[src/rtl/wpg_pkg.sv]
package wpg_pkg;
  localparam logic [1:0] BURST_HALF = 2'b10;

  // data clocks after write latency for a given burst mode
  function automatic int unsigned data_clocks(input logic [1:0] mode);
    return (mode == BURST_HALF) ? 2 : 4;
  endfunction
endpackage

[src/rtl/wpg_req_calc.sv]
module wpg_req_calc #(
  parameter int LAT_W = 5,
  parameter int TWR_W = 5,
  parameter int CNT_W = 7
) (
  input  logic [LAT_W-1:0] al,
  input  logic [LAT_W-1:0] cwl,
  input  logic [TWR_W-1:0] twr,
  input  logic [1:0]       burst,
  output logic [CNT_W-1:0] load_val
);
  logic [CNT_W-1:0] data_len;

  always_comb begin
    data_len = CNT_W'(wpg_pkg::data_clocks(burst));
    // cycles the counter must still show after the WRITE cycle itself
    load_val = CNT_W'(al) + CNT_W'(cwl) + data_len + CNT_W'(twr) - CNT_W'(1);
  end
endmodule

[src/rtl/wpg_bank_timer.sv]
module wpg_bank_timer #(
  parameter int CNT_W = 7
) (
  input  logic             clk,
  input  logic             rst,
  input  logic             wr_hit,
  input  logic [CNT_W-1:0] load_val,
  output logic             pre_ok
);
  logic [CNT_W-1:0] cnt_q;
  logic [CNT_W-1:0] dec;
  logic [CNT_W-1:0] nxt;

  always_comb begin
    dec = (cnt_q == '0) ? '0 : cnt_q - CNT_W'(1);
    nxt = (wr_hit && load_val > dec) ? load_val : dec;
  end

  always_ff @(posedge clk) begin
    if (rst) begin
      cnt_q  <= '0;
      pre_ok <= 1'b1;
    end else begin
      cnt_q  <= nxt;
      pre_ok <= (nxt == '0);
    end
  end

  // a WRITE always closes the window in the next cycle
  a_r4_busy_after_write: assert property (@(posedge clk) disable iff (rst)
    wr_hit |=> !pre_ok);

  // a reload never cuts short the new requirement
  a_r7_keeps_later: assert property (@(posedge clk) disable iff (rst)
    wr_hit |=> (cnt_q >= $past(load_val)));

  // without a WRITE the count only falls by one
  a_r10_countdown: assert property (@(posedge clk) disable iff (rst)
    (!wr_hit && cnt_q != '0) |=> (cnt_q == $past(cnt_q) - CNT_W'(1)));
endmodule

[src/rtl/wr_pre_guard.sv]
module wr_pre_guard #(
  parameter int NUM_BANKS = 8,
  parameter int LAT_W     = 5,
  parameter int TWR_W     = 5,
  localparam int BANK_W   = $clog2(NUM_BANKS),
  localparam int CNT_W    = ((LAT_W > TWR_W) ? LAT_W : TWR_W) + 3
) (
  input  logic                 clk,
  input  logic                 rst,
  input  logic                 cmd_wr,
  input  logic                 cmd_pre,
  input  logic [BANK_W-1:0]    cmd_bank,
  input  logic [LAT_W-1:0]     cfg_al,
  input  logic [LAT_W-1:0]     cfg_cwl,
  input  logic [TWR_W-1:0]     cfg_twr,
  input  logic [1:0]           cfg_burst,
  output logic [NUM_BANKS-1:0] pre_ok,
  output logic                 pre_err,
  output logic [BANK_W-1:0]    pre_err_bank
);
  logic [CNT_W-1:0] load_val;

  wpg_req_calc #(.LAT_W(LAT_W), .TWR_W(TWR_W), .CNT_W(CNT_W)) u_calc (
    .al(cfg_al), .cwl(cfg_cwl), .twr(cfg_twr), .burst(cfg_burst),
    .load_val(load_val)
  );

  for (genvar b = 0; b < NUM_BANKS; b++) begin : g_bank
    wpg_bank_timer #(.CNT_W(CNT_W)) u_timer (
      .clk(clk), .rst(rst),
      .wr_hit(cmd_wr && cmd_bank == BANK_W'(b)),
      .load_val(load_val),
      .pre_ok(pre_ok[b])
    );
  end

  logic early;
  assign early = cmd_pre && !pre_ok[cmd_bank];

  always_ff @(posedge clk) begin
    if (rst) begin
      pre_err      <= 1'b0;
      pre_err_bank <= '0;
    end else begin
      pre_err <= early;
      if (early) pre_err_bank <= cmd_bank;
    end
  end

  // reset leaves every bank open and no error
  a_r1_reset_state: assert property (@(posedge clk)
    $past(rst) && !rst |-> (&pre_ok) && !pre_err);

  // an error pulse only follows an early PRECHARGE
  a_r5_err_cause: assert property (@(posedge clk) disable iff (rst)
    pre_err |-> $past(cmd_pre && !pre_ok[cmd_bank]));

  // no PRECHARGE means no error next cycle
  a_r6_quiet: assert property (@(posedge clk) disable iff (rst)
    !cmd_pre |=> !pre_err);
endmodule

[config.mk]
export PLATFORM = sky130hd
export DESIGN_NAME = wr_pre_guard
export DESIGN_NICKNAME = d
export VERILOG_FILES = /design/src/rtl/wpg_pkg.sv /design/src/rtl/wpg_req_calc.sv /design/src/rtl/wpg_bank_timer.sv /design/src/rtl/wr_pre_guard.sv
export SDC_FILE = /design/constraint.sdc
export NUM_CORES = 1
export LEC_CHECK = 0
export ABC_AREA = 1
export BUFFER_PORTS_ARGS = -buffer_cell sky130_fd_sc_hd__buf_2
export CORE_UTILIZATION = 30
export DETAILED_ROUTE_END_ITERATION = 6
export GPL_TIMING_DRIVEN = 0
export PLACE_DENSITY = 0.58
export SYNTH_ARGS = -nofsm -noshare
export SYNTH_HDL_FRONTEND = slang
export SYNTH_SLANG_ARGS = --single-unit
[constraint.sdc]
create_clock -name clk -period 4.37 [get_ports clk]
set_clock_uncertainty 0.15 [all_clocks]
set_input_delay 0.2185 -clock clk [delete_from_list [all_inputs] [get_ports clk]]
set_output_delay 0.2185 -clock clk [all_outputs]
set_load 0.005 [all_outputs]
== Word-level counts from Yosys, hierarchy flattened ==
Index checks and enable logic that the tools add are counted.
Storage, ports and cells
  register bits: 76
  latch bits: 0
  bits in writable memories: 0
  ROM bits: 0
  input port bits: 24
  output and inout port bits: 12
  logic and storage cells: 101
  memories kept: 0
Operators by class
  add/subtract/negate cells: 12
  multiply operators: 0
  div/mod/pow operators: 0
  $lt $le $gt $ge: 9
  eq/ne operators: 8
  shift-type cells: 0
  mux-type cells: 19
  bitwise operators: 0
  reduce and logical (&&, ||, !) cells: 35
Operators by type and width (number)
  8-bit zero test: 16
  8-bit 2-to-1 mux: 16
  8-bit by 1-bit subtractor with 8-bit output (second input constant): 9
  8-bit > comparator: 8
  1-bit logical AND: 17
  3-bit equality test (second input constant): 4
  8-bit by 5-bit adder with 8-bit output: 1
  8-bit adder: 1
  5-bit by 5-bit adder with 6-bit output: 1
  3-bit by 2-bit equality test with 1-bit output (second input constant): 2
  3-bit by 4-bit less-than comparator with 1-bit output (second input constant): 1
  1-bit binary-select mux with 3-bit select: 1
  3-bit by 1-bit equality test with 1-bit output (second input constant): 1
  3-bit zero test: 1
  3-bit 2-to-1 mux: 1
  2-bit equality test (second input constant): 1
  1-bit zero test: 1
  1-bit 2-to-1 mux: 1

== Longest topological paths before layout ==
  depth in word-level cells: 9
  gate-level depth with buffers: 30
  depth with buffers taken out: 29

== Modules after synthesis ==
A second synthesis with hierarchy kept.
Second synthesis, totals
  cells, all modules: 1138
  area, all modules: 7757.4 µm²
By module, submodules not included
  wpg_bank_timer (g_bank[0].u_timer ...): times used 5, cells each 126, area an instance 865.8 µm², sequential area each 180.2 µm²
  wpg_bank_timer (g_bank[6].u_timer ...): times used 2, cells each 126, area an instance 853.3 µm², sequential area each 180.2 µm²
  wpg_bank_timer (g_bank[5].u_timer): times used 1, cells each 127, area an instance 869.6 µm², sequential area each 180.2 µm²
  wpg_req_calc: times used 1, cells each 71, area an instance 540.5 µm², sequential area each 0.0 µm²
  wr_pre_guard: times used 1, cells each 58, area an instance 311.5 µm², sequential area each 80.1 µm²

== Worst setup path after synthesis ==
No wires, ideal clock.
  kind: input to register
  start: in cfg_al[0]
  end: reg g_bank[4].u_timer.pre_ok
  setup time: 0.063 ns
  arrival: 4.373 ns
  data required time: 4.157 ns
  setup slack: -0.217 ns
  cell stages on the path: 29
  buffers on the path: 1
  cells stage by stage: ha_1 inv_1 fa_1 o221ai_1 xnor2_1 ha_1 inv_1 ha_1 ha_1 a21oi_1 nand2_1 a21oi_1 nor2_1 nor2_1 xor2_1 inv_1 ha_1 nand2_1 nor2_2 o21ai_1 nand3_2 nand2_2 buf_6 nand2_1 o21ai_1 nand2_1 nor2_1 nand2_1 nand2_1
On the way
  longest elaborated chain between the ends: 8
RTL lines
  start, declared: RTL line wr_pre_guard.sv:13  | input logic [LAT_W-1:0] cfg_al,
  5-bit by 5-bit adder with 6-bit output (*): RTL line wpg_req_calc.sv:17  | load_val = CNT_W'(al) + CNT_W'(cwl) + data_len + CNT_W'(twr) - CNT_W'(1);
  8-bit adder (*): RTL line wpg_req_calc.sv:17
  8-bit by 5-bit adder with 8-bit output (*): RTL line wpg_req_calc.sv:17
  8-bit by 1-bit subtractor with 8-bit output (*): RTL line wpg_req_calc.sv:17
  8-bit > comparator: RTL line wpg_bank_timer.sv:16  | nxt = (wr_hit && load_val > dec) ? load_val : dec;
  1-bit logical AND: RTL line wpg_bank_timer.sv:16
  8-bit 2-to-1 mux (*): RTL line wpg_bank_timer.sv:16
  8-bit zero test (*): RTL line wpg_bank_timer.sv:25  | pre_ok <= (nxt == '0);
  end signal, assigned: RTL line wpg_bank_timer.sv:25
  end, declared: RTL line wpg_bank_timer.sv:8  | output logic pre_ok
Mark *: on every way between the ends. The rest lies on a longest branch, timed or not.
A chain may end at the register's enable or synchronous reset.

== Final worst setup path ==
  start: in cfg_cwl[0]
  end: reg g_bank[3].u_timer.pre_ok
On the way
  longest elaborated chain between the ends: 8
RTL lines
  start, declared: RTL line wr_pre_guard.sv:14  | input logic [LAT_W-1:0] cfg_cwl,
  5-bit by 5-bit adder with 6-bit output (*): RTL line wpg_req_calc.sv:17
  8-bit adder (*): RTL line wpg_req_calc.sv:17
  8-bit by 5-bit adder with 8-bit output (*): RTL line wpg_req_calc.sv:17
  8-bit by 1-bit subtractor with 8-bit output (*): RTL line wpg_req_calc.sv:17
  8-bit > comparator: RTL line wpg_bank_timer.sv:16
  1-bit logical AND: RTL line wpg_bank_timer.sv:16
  8-bit 2-to-1 mux (*): RTL line wpg_bank_timer.sv:16
  8-bit zero test (*): RTL line wpg_bank_timer.sv:25
  end signal, assigned: RTL line wpg_bank_timer.sv:25
  end, declared: RTL line wpg_bank_timer.sv:8
Marked as above.

==> summary.md <==
| Metric | Value |
|---|---|
| Most frequent cells in the layout | nand2_1 (266), nor2_1 (141), inv_1 (129), nand3_1 (106), dfxtp_1 (76) |
| Top sig layer | met4 |
| Reg2reg end | g_bank[6].u_timer.pre_ok$_SDFF_PP1_ |
| Core Rows | 55 |
| Post-synthesis mux area share | 0 |
| Proportion of layout cells with a drive suffix above 1 | 0.197 |
| First-pass GRT wire length | slightly above 30000 um |
| Num CTS Buffers | 9 |
| Die area | ~0.024 sq mm |
| CP max stage cell | fa_2 |
| Crit end category | flop |
| Synth Area in Compound Gates | 0.0804 |
| Gr ovfl total | 0 |
| Routed wl met3 | slightly above 1000 um |
| CTS tree | built |
| Vias in the first global route | just over 6k |
| Via Count | 6870 |
| Reg2reg start | g_bank[6].u_timer.cnt_q[0]$_SDFF_PP0_ |
| Critical path endpoint | g_bank[3].u_timer.pre_ok$_SDFF_PP1_ |
| Wire length per cell | roughly 14 um |
| Area Growth Syn to Fin | 20.8% |
| Critical path depth in cells | 29 |
| I/O pin count | 36 |
| Synth cell types | 48 |
| Routed wire length | 19700 um |
| Detailed placement HPWL | roughly 14000 um |
| Ant. Diodes | 0 |
| # fillers | between 2k and 2.5k |
| Antenna violations before repair | 0 |
| Part of the cycle the worst path needs | 0.996 |
| FMAX | around 0.23 GHz |
| Syn avg cell area | between 6 and 7 sq um |
| Slew Viols, Final | 0 |
| Clock slew at reported path FFs | about 0.06 ns |
| RePlAce Congestion | roughly 0.84 |
| Tmin final | 4.35 ns |
| Setup CP Type | in2reg |
| CTS sink count | 76 |
| Yosys reg bits | 76 |
| Initial core utilization | 0.305 |
| Register area share after synthesis | 0.220 |
| CP max FO | 5 |
| CTS Buffer Depth | 2 |
| Port bufs | 35 |
| Final setup viols | 0 |
| Adder and majority cell fraction of the synthesized area | 0.160 |
| Largest family of logic cells by synthesized area | simple AND/OR/NAND/NOR gates |
| Largest net degree at the start of global routing | 14 |
| Post-synthesis xor/xnor area fraction | 0.0114 |
| Clock Latency Late Sink | 0.35 ns |
| Final Util | 0.369 |
| Critical path's top delay family | adder cells |
| Min-Delay Path Class | in2reg |
| Commonest non-fill, non-tap cell in the layout | nand2_1 |
| Core Footprint | about 0.023 sq mm |
| Aggregate global-route resource usage | 0.167 |
| Nets | ~1.3k |
| Worst Setup Start Kind | primary input |
| Die Span Y | ~150 um |
| Syn Nets | ~1.2k |
| Largest cells by area after synthesis | dfxtp_1 (22%), nand2_1 (16%), ha_1 (15%), nor2_1 (8.3%), nand3_1 (7.9%) |
| Status | finished, final reports clean |
| Worst setup startpoint | cfg_cwl[0] |
| Cells after synthesis | around 1.1k |
| DR iter-0 viols | around 330 |
| Post-CTS Hold Buffers | 0 |
| Reg2Reg Setup Slack | roughly 1.2 ns |
| Worst path bufs/invs | 6 |
| Crit path DAT | ~4.5 ns |
| Top-area cell type share of the netlist area | 0.220 |
| Yosys warnings | 0 |
| Slew Limit Headroom | 0.432 |
| Post-synth top area cell | dfxtp_1 |
| Final Hold Fails | 0 |
| Root Driver | clkbuf_16 |
| Post-Synth Simple-Gate Area | 0.435 |
| Mapped Area | between 0.006 and 0.007 sq mm |
| H-tree Lvls | 3 |
| WL met2 | around 9000 um |
| Max incr delay on CP | 0.55 ns |
| # DRC | 0 |
| Die width | between 150 and 200 um |
| Critical Path RT | 4.50 ns |
| Max Cap Viol | 0 |
| Routed met1 length | approximately 9000 um |
| Slew @ Worst Pin | between 0.8 and 0.9 ns |
| Drt first pass iters | 5 |
| Via-to-Cell Ratio | between 4 and 5 |
| RSZ-0062 raised after global routing | true |
| Number of routed nets with antenna violations | 0 |
| Reg2Reg Depth | 20 |
==> logic make-up (layout without fill, tap and decap cells) <==
family,Yosys count,in the layout
flip-flops,76,76
buffers and inverters,158,222
adder cells (fa/ha/maj),86,86
AND/OR/NAND/NOR,658,663
AO/OA/AOI/OAI,92,92
XOR/XNOR,9,9
==> synthesized netlist by cell type, drive strengths merged <==
cell type,instances
a21boi,2
a21o,1
a21oi,36
a221oi,1
a22o,1
a31oi,6
and2,4
buf,11
clkbuf,9
clkinv,1
dfxtp,76
fa,4
ha,82
inv,137
nand2,318
nand3,116
nand3b,2
nand4,17
nor2,171
nor3,16
nor3b,2
o211ai,3
o21a,1
o21ai,32
o21bai,7
o221ai,1
o32ai,1
or2,12
xnor2,3
xor2,6
==> metrics by stage <==
step           instances  worst slack [ns]  setup TNS [ns]  area, sq um  hold slack (ns)
3_3_place_gp        1399            -0.929          -49.37         7470            0.282
4_1_cts             1420           -0.0413          -0.108         7900           0.0162
3_5_place_dp        1399            -0.923          -49.81         7470            0.285
5_1_grt             1433            -0.190          -0.888         8350           0.0407
6_report            1433            0.0169               0         8350           0.0267
2_1_floorplan       1079            0.0543               0         6940            0.216
==> worst min-delay path: stages <==
cell     delay [ns]
buf_2          0.14
nand2_1        0.07
a21oi_1        0.05
==> registers in the layout (all words and copies together) (netlist names) <==
| register | count |
|---|---|
| g_bank.u_timer.cnt_q | 64 |
| pre_err | 1 |
| g_bank.u_timer.pre_ok | 8 |
| pre_err_bank | 3 |
==> worst min-delay path by stage <==
stage                                       startpoint                      endpoint  cells past startpoint
after floorplan                            cmd_bank[2]  pre_err_bank[2]$_SDFFE_PP0P_                      2
after global placement    pre_err_bank[0]$_SDFFE_PP0P_  pre_err_bank[0]$_SDFFE_PP0P_                      2
after detailed placement  pre_err_bank[0]$_SDFFE_PP0P_  pre_err_bank[0]$_SDFFE_PP0P_                      2
after CTS                                  cmd_bank[2]  pre_err_bank[2]$_SDFFE_PP0P_                      3
after global routing                       cmd_bank[2]  pre_err_bank[2]$_SDFFE_PP0P_                      3
final                                      cmd_bank[2]  pre_err_bank[2]$_SDFFE_PP0P_                      3
==> final cells by class <==
cell class                 instances  area [sq um]  area share
buffer                            18           116      0.0139
clock buffer                      10           239      0.0286
clock inverter                     6          87.6      0.0105
inverter                         138           523      0.0626
multi-input combinational        850          5170       0.619
sequential                        76          1520       0.182
tap                              285           357      0.0427
timing repair buffer              49           330      0.0396
timing repair inverter             1          7.51    0.000899
==> what timing repair did <==
item,4_1_cts,5_1_grt
setup buffers,5,9
endpoints found under the setup margin,72,63
gates resized for setup,9,81
gates cloned,2,4
pin swaps,2,57
==> metal layers <==
metal | track usage | up-vias
met2 | 0.283 | 149
met4 | 0.0681 | 0
met5 | 0 | -
met3 | 0.0234 | 29
li1 | - | 3606
met1 | 0.213 | 3086
Power is left out: the tool's default activity adds up to more than one toggle a clock period on the data nets, which glitch-free logic cannot reach.
